$ cat config.mk
export PLATFORM = sky130hd
export DESIGN_NAME = outExpander
export DESIGN_NICKNAME = d
export VERILOG_FILES = /design/src/rtl/outExpPkg.sv /design/src/rtl/outExpCtrl.sv /design/src/rtl/outExpData.sv /design/src/rtl/outExpander.sv
export SDC_FILE = /design/constraint.sdc
export NUM_CORES = 1
export LEC_CHECK = 0
export ABC_AREA = 0
export CAP_MARGIN = 25
export CORE_ASPECT_RATIO = 1.5
export CORE_MARGIN = 2
export CORE_UTILIZATION = 30
export DETAILED_ROUTE_END_ITERATION = 7
export PLACE_DENSITY_LB_ADDON = 0.15
export SLEW_MARGIN = 20
export SYNTH_ARGS = -nofsm -noshare
export SYNTH_HDL_FRONTEND = slang
export SYNTH_SLANG_ARGS = --single-unit
$ cat constraint.sdc
create_clock -name clk -period 2.5 [get_ports clk]
set_input_delay 0.375 -clock clk [delete_from_list [all_inputs] [get_ports clk]]
set_output_delay 0.375 -clock clk [all_outputs]
set_load 0.03 [all_outputs]
$ cat src/rtl/outExpPkg.sv
package outExpPkg;
  typedef enum logic [1:0] {
    ST_IDLE  = 2'd0,
    ST_SETUP = 2'd1,
    ST_PULSE = 2'd2
  } ctrlState_t;

  typedef struct packed {
    logic load;    // accept a valid request, update shadow and bus
    logic reject;  // accept an out-of-range request, flag only
    logic rise;    // raise the selected latch clock
    logic fall;    // drop the latch clock
  } strobe_t;
endpackage

$ cat src/rtl/outExpCtrl.sv
module outExpCtrl
  import outExpPkg::*;
#(
  parameter int SETUP_CYC = 2,
  parameter int PULSE_CYC = 2
) (
  input  logic    clk,
  input  logic    rstN,
  input  logic    reqValid,
  input  logic    idxOk,
  output logic    reqReady,
  output strobe_t stb
);
  localparam int MAX_CYC = (SETUP_CYC > PULSE_CYC) ? SETUP_CYC : PULSE_CYC;
  localparam int CNT_W   = (MAX_CYC > 1) ? $clog2(MAX_CYC) : 1;
  localparam logic [CNT_W-1:0] SETUP_LAST = CNT_W'(SETUP_CYC - 1);
  localparam logic [CNT_W-1:0] PULSE_LAST = CNT_W'(PULSE_CYC - 1);

  ctrlState_t state;
  logic [CNT_W-1:0] cnt;

  always_comb begin
    stb      = '0;
    reqReady = (state == ST_IDLE);
    case (state)
      ST_IDLE: begin
        if (reqValid) begin
          if (idxOk) stb.load = 1'b1;
          else       stb.reject = 1'b1;
        end
      end
      ST_SETUP: if (cnt == SETUP_LAST) stb.rise = 1'b1;
      ST_PULSE: if (cnt == PULSE_LAST) stb.fall = 1'b1;
      default: ;
    endcase
  end

  always_ff @(posedge clk) begin
    if (!rstN) begin
      state <= ST_IDLE;
      cnt   <= '0;
    end else begin
      case (state)
        ST_IDLE: begin
          if (stb.load) begin
            state <= ST_SETUP;
            cnt   <= '0;
          end
        end
        ST_SETUP: begin
          if (stb.rise) begin
            state <= ST_PULSE;
            cnt   <= '0;
          end else begin
            cnt <= cnt + 1'b1;
          end
        end
        ST_PULSE: begin
          if (stb.fall) begin
            state <= ST_IDLE;
            cnt   <= '0;
          end else begin
            cnt <= cnt + 1'b1;
          end
        end
        default: state <= ST_IDLE;
      endcase
    end
  end
endmodule

$ cat src/rtl/outExpData.sv
module outExpData
  import outExpPkg::*;
#(
  parameter int NUM_LATCH = 2,
  parameter int BUS_W     = 8,
  localparam int TOTAL    = NUM_LATCH * BUS_W,
  localparam int IDX_W    = $clog2(TOTAL) + 1
) (
  input  logic                 clk,
  input  logic                 rstN,
  input  strobe_t              stb,
  input  logic [IDX_W-1:0]     reqIndex,
  input  logic                 reqValue,
  output logic                 idxOk,
  output logic [BUS_W-1:0]     busData,
  output logic [NUM_LATCH-1:0] latchClk,
  output logic                 errFlag
);
  localparam int BIT_W = (BUS_W > 1) ? $clog2(BUS_W) : 1;

  logic [BUS_W-1:0]     shadow [NUM_LATCH];
  logic [IDX_W-1:0]     reqLatch;
  logic [BIT_W-1:0]     reqBit;
  logic [NUM_LATCH-1:0] latchHit;
  logic [NUM_LATCH-1:0] armSel;
  logic [BUS_W-1:0]     curWord;
  logic [BUS_W-1:0]     newWord;

  assign idxOk    = (reqIndex < IDX_W'(TOTAL));
  assign reqLatch = IDX_W'(reqIndex / IDX_W'(BUS_W));
  assign reqBit   = BIT_W'(reqIndex % IDX_W'(BUS_W));

  for (genvar l = 0; l < NUM_LATCH; l++) begin : gHit
    assign latchHit[l] = (reqLatch == IDX_W'(l));
  end

  always_comb begin
    curWord = '0;
    for (int l = 0; l < NUM_LATCH; l++) begin
      if (latchHit[l]) curWord = shadow[l];
    end
    newWord         = curWord;
    newWord[reqBit] = reqValue;
  end

  always_ff @(posedge clk) begin
    if (!rstN) begin
      for (int l = 0; l < NUM_LATCH; l++) shadow[l] <= '0;
      armSel  <= '0;
      busData <= '0;
    end else if (stb.load) begin
      for (int l = 0; l < NUM_LATCH; l++) begin
        if (latchHit[l]) shadow[l] <= newWord;
      end
      armSel  <= latchHit;
      busData <= newWord;
    end
  end

  always_ff @(posedge clk) begin
    if (!rstN)         latchClk <= '0;
    else if (stb.rise) latchClk <= armSel;
    else if (stb.fall) latchClk <= '0;
  end

  always_ff @(posedge clk) begin
    if (!rstN)           errFlag <= 1'b0;
    else if (stb.reject) errFlag <= 1'b1;
  end
endmodule

$ cat src/rtl/outExpander.sv
module outExpander
  import outExpPkg::*;
#(
  parameter int NUM_LATCH = 2,
  parameter int BUS_W     = 8,
  parameter int SETUP_CYC = 2,
  parameter int PULSE_CYC = 2,
  localparam int TOTAL    = NUM_LATCH * BUS_W,
  localparam int IDX_W    = $clog2(TOTAL) + 1
) (
  input  logic                 clk,
  input  logic                 rstN,
  input  logic                 reqValid,
  output logic                 reqReady,
  input  logic [IDX_W-1:0]     reqIndex,
  input  logic                 reqValue,
  output logic [BUS_W-1:0]     busData,
  output logic [NUM_LATCH-1:0] latchClk,
  output logic                 errFlag,
  output logic [TOTAL-1:0]     lineIsOutput
);
  strobe_t stb;
  logic    idxOk;

  assign lineIsOutput = '1;

  outExpCtrl #(
    .SETUP_CYC(SETUP_CYC),
    .PULSE_CYC(PULSE_CYC)
  ) ctrlI (
    .clk      (clk),
    .rstN     (rstN),
    .reqValid (reqValid),
    .idxOk    (idxOk),
    .reqReady (reqReady),
    .stb      (stb)
  );

  outExpData #(
    .NUM_LATCH(NUM_LATCH),
    .BUS_W    (BUS_W)
  ) dataI (
    .clk      (clk),
    .rstN     (rstN),
    .stb      (stb),
    .reqIndex (reqIndex),
    .reqValue (reqValue),
    .idxOk    (idxOk),
    .busData  (busData),
    .latchClk (latchClk),
    .errFlag  (errFlag)
  );
endmodule

-- Word level (Yosys, flattened, before mapping)
Memories as Yosys holds them, arrays and structs flattened.
Index checks and enable logic that the tools add are counted.
- register bits: 16
- RAM bits: 16
- bits of input ports: 9
- word-level logic and storage cells: 58
- memories kept: 1
- $add $sub $neg: 1
- order comparisons: 3
- equal/unequal tests: 6
- muxes and demuxes: 32
- bitwise operators: 2
- reduce and logical (&&, ||, !) cells: 7
- memories (name ; depth ; width ; read ports ; clocked after Yosys merged registers in ; write ports ; line ; text):
    dataI.shadow ; 2 ; 8 ; 2 ; 0 ; 2 ; outExpData.sv:21 ; logic [BUS_W-1:0] shadow [NUM_LATCH];
- operator list (kind ; count):
    $mux W8 ; 4
    $mux W1 ; 18
    $mux W2 ; 6
    $bwmux W8 ; 1
    $ne A2 B1 Y1 const B ; 3
    $pmux W2 S3 ; 1
    $logic_not A5 Y1 ; 1
    $lt A5 B5 Y1 const B ; 1
    $eq A2 B1 Y1 const B ; 2
    $lt A3 B4 Y1 const B ; 1
    $demux W1 S3 ; 1
    $ge A3 B1 Y1 const B ; 1
    $pmux W1 S3 ; 1
    $reduce_and A3 Y1 ; 1
    $reduce_bool A3 Y1 ; 1
    $eq A2 B2 Y1 const B ; 1
    $logic_not A2 Y1 ; 1
    $or A1 B1 Y1 ; 2
    $reduce_and A2 Y1 ; 1
    $reduce_bool A2 Y1 ; 1
    $add A1 B1 Y1 const B ; 1
    $logic_and A1 B1 Y1 ; 1

-- Logic depth before layout (Yosys ltp)
- depth after elaboration: 8
- mapped depth: 7

-- Hierarchy
From an unflattened synthesis, not the netlist that was laid out.
- cell total of the unflattened synthesis: 171
- area total of the unflattened synthesis: 1775.5 um2
- modules (own cells, without submodules) (module ; times used ; cells an instance ; area an instance (um2)):
    outExpData ; 1 ; 127 ; 1388.8
    outExpCtrl ; 1 ; 27 ; 262.8
    outExpander ; 1 ; 17 ; 123.9

-- Least setup slack after synthesis
No wires, ideal clock.
- path type: register to register
- start: register ctrlI.state[0]
- end: memory dataI.shadow[0][0] (enable)
- library setup time: 0.387 ns
- data arrival time: 1.650 ns
- required time: 2.113 ns
- path slack: 0.463 ns
- stages on the path, launching flop included: 5
- path buffers: 0
- period minus slack after synthesis: 2.037 ns
- path through: dfxtp_1 inv_1 ha_1 nand2_1 o31ai_1
- RTL lines (element ; line ; text):
    start, declared ; outExpCtrl.sv:19 ; ctrlState_t state;
    start signal, assigned ; outExpCtrl.sv:40 ; state <= ST_IDLE;
    start signal, assigned ; outExpCtrl.sv:46 ; state <= ST_SETUP;
    start signal, assigned ; outExpCtrl.sv:52 ; state <= ST_PULSE;
    end, declared ; outExpData.sv:21 ;

-- Worst setup path in the final report
- start: register ctrlI.state[1]
- end: output reqReady
- longest elaborated chain between the ends: 1
- RTL lines (element ; line ; text):
    $logic_not A2 Y1 ; outExpCtrl.sv:24 ; reqReady = (state == ST_IDLE);
    end, declared ; outExpander.sv:14 ; output logic reqReady,
Every way passes these cells.

==> run summary <==
Top post-synthesis cells by area - edfxtp_1 (31%), dfxtp_1 (21%), buf_4 (8.2%)
Area grow syn2layout - 19.5%
Design Power - 1.14 mW
Insertion delay to the later sink of the worst-skew pair - 0.28 ns
Fill count - 544
Final wirelength - 2.99 mm
Drt initial violations - 19
Layout Cells excl Fill - 231
DR vias - 1037
Net count, final - 177
Worst setup path class - flop to output port
Setup-failing EPs final - 0
Max Freq - 474 MHz
Die height - 92.1 um
CP Capture Type - output port
Min Clock Period, post-route - 2.11 ns
Design Area, Final - 1860 um^2
Via density - 4.49
DRT Pass-1 Iters - 4
CP startpoint kind - flop
Unique masters post-synth - 36
Resized cells post-CTS - 0
Post-synth ARST share - 0%
Final Hold Vio Count - 0
Cell Area, Synth - 1550 um^2
Root buffer cell - clkbuf_8
RePlAce Congestion - 0.726
Initial core utilization - 30.5%
Post-synth top cells - buf_4 (17), dfxtp_1 (16), edfxtp_1 (16)
Setup ws final - 0.392 ns
Critical-path top delay cell - clkdlybuf4s50_1
Worst-path fanout max - 7
Initial antenna violation count - 0
Tcrit/Tclk final - 84.3%
First-pass GRT wire length - 4.77 mm
Syn_area_per_cell - 11.3 um^2
GRT Resource Usage Total - 10.7%
Hpwl dp - 2.21 mm
Largest net degree at the start of global routing - 12
Post-Syn Instances - 138
Clock tree buffer depth - 2
WP data required - 2.12 ns
DRC violations left - 0
# IOs - 37
Smallest hold slack - 0.451 ns
Clk_skew - 0.00412 ns
# hold bufs at CTS - 0
Ant. Diodes - 0
PD cells - 617 nW/um^2
Maximum VDD drop - 0.330 mV
DP Area - 1780 um^2
Yosys top cell area share - 30.9%
RSZ-0062 raised after global routing - no
Slew Limit Fails - 0
Post-Route Utilization - 36.5%
Share of cells above drive strength 1 - 9.20%
Most used DFF post-synth - edfxtp_1
CP peak stage delay - 0.72 ns
H-tree levels - 2
Number of synthesized register bits - 32
Die width - 62.7 um
Cell taking the most area after synthesis - edfxtp_1
Die area - 5780 um^2
Rows - 32
Critical path's top delay family - buffers and inverters
Core box area - 5080 um^2
IO buf count - 20
Vias in the first global route - 1021
Register area share after synthesis - 51.6%
DRT antenna net count - 0
Syn. warnings - 0
Setup bufs post-CTS - 0
Setup tns final - 0 ns
Setup WS pre-CTS - 0.455 ns
Dpl cells - 224
Status - finished clean
Clk slew on worst S/H paths - 0.06 ns
CTS tree - built
Leak - 0.771 nW
Max-cap violations - 0
Number of flops mapped to enable cells by yosys - 16
Critical Path AT - 1.73 ns
WL/cell - 12.9 um
Cts bufs inserted - 5
GRT overflow - 0
Cell with the most instances after synthesis - buf_4
CP cell instances - inv_1 -> ha_1 -> clkdlybuf4s50_1
Clock Sinks - 32
Hold Crit Class - flop to flop
Crit path buffers/inverters - 2
logic make-up (layout without fill, tap and decap cells):
| kind of cell | Yosys count | count (layout) | share of synthesized area (%) |
|---|---|---|---|
| other cells | 1 | 16 | 0.242 |
| buf+inv | 23 | 33 | 9.83 |
| mux | 13 | 13 | 8.78 |
| simple gates | 40 | 40 | 14.3 |
| fa+ha+maj | 5 | 5 | 4.03 |
| flops | 32 | 32 | 51.6 |
| compound gates | 24 | 24 | 11.2 |
registers in the layout (all words and copies together), names as in the netlist:
signal,flops
dataI.shadow,16
dataI.busData,8
ctrlI.state,2
dataI.armSel,2
dataI.latchClk,2
ctrlI.cnt,1
dataI.errFlag,1
worst paths after layout:
kind	from	slack [ns]	cells after the start	end
hold reg to reg	dataI.busData[4]	0.45	2	dataI.busData[4]
setup reg to reg	ctrlI.state[1]	0.71	5	dataI.shadow[0][8]
hold / removal	dataI.busData[4]	0.45	2	dataI.busData[4]
setup / recovery	ctrlI.state[1]	0.39	3	reqReady
worst min-delay path: stages, from the launching register on:
cell	delay, ns
dfxtp_1	0.31
nand2_1	0.05
o21ai_1	0.05
layer usage:
| metal | wire, um | global-route usage (%) | vias to the layer above |
|---|---|---|---|
| li1 | - | - | 504 |
| met1 | 1210 | 11.1 | 494 |
| met2 | 1570 | 19.6 | 34 |
| met3 | 157 | 3.19 | 5 |
| met4 | 51 | 5.00 | 0 |
| met5 | 0 | 0 | - |
area by class of cell:
| cell class | count | area (um^2) | share of cell area (%) |
|---|---|---|---|
| repair buffers | 24 | 230 | 12.4 |
| inverters | 2 | 7.51 | 0.405 |
| multi-input cells | 98 | 656 | 35.3 |
| flip-flops and latches | 32 | 801 | 43.2 |
| clock inverters | 2 | 7.51 | 0.405 |
| clock buffers | 5 | 68.8 | 3.71 |
| well taps | 68 | 85.1 | 4.59 |
where the power goes:
group / total, mW / internal (mW) / leakage, nW / switching (mW)
combinational: 0.193 / 0.0717 / 0.435 / 0.121
clock: 0.359 / 0.183 / 0.0391 / 0.176
sequential: 0.593 / 0.581 / 0.298 / 0.0121
total: 1.14 / 0.836 / 0.771 / 0.309
cells in the final DEF, fill, tap and decap left out, types with 4 or more instances in the layout:
cell	instances
a21oi_1	4
nand2_1	8
clkdlybuf4s50_1	20
mux2i_1	8
edfxtp_1	16
ha_1	5
mux2_1	5
nor2b_1	7
conb_1	16
a21o_1	6
clkbuf_8	5
nor2_1	11
buf_4	4
dfxtp_1	16
(Power assumes the default switching activity.)
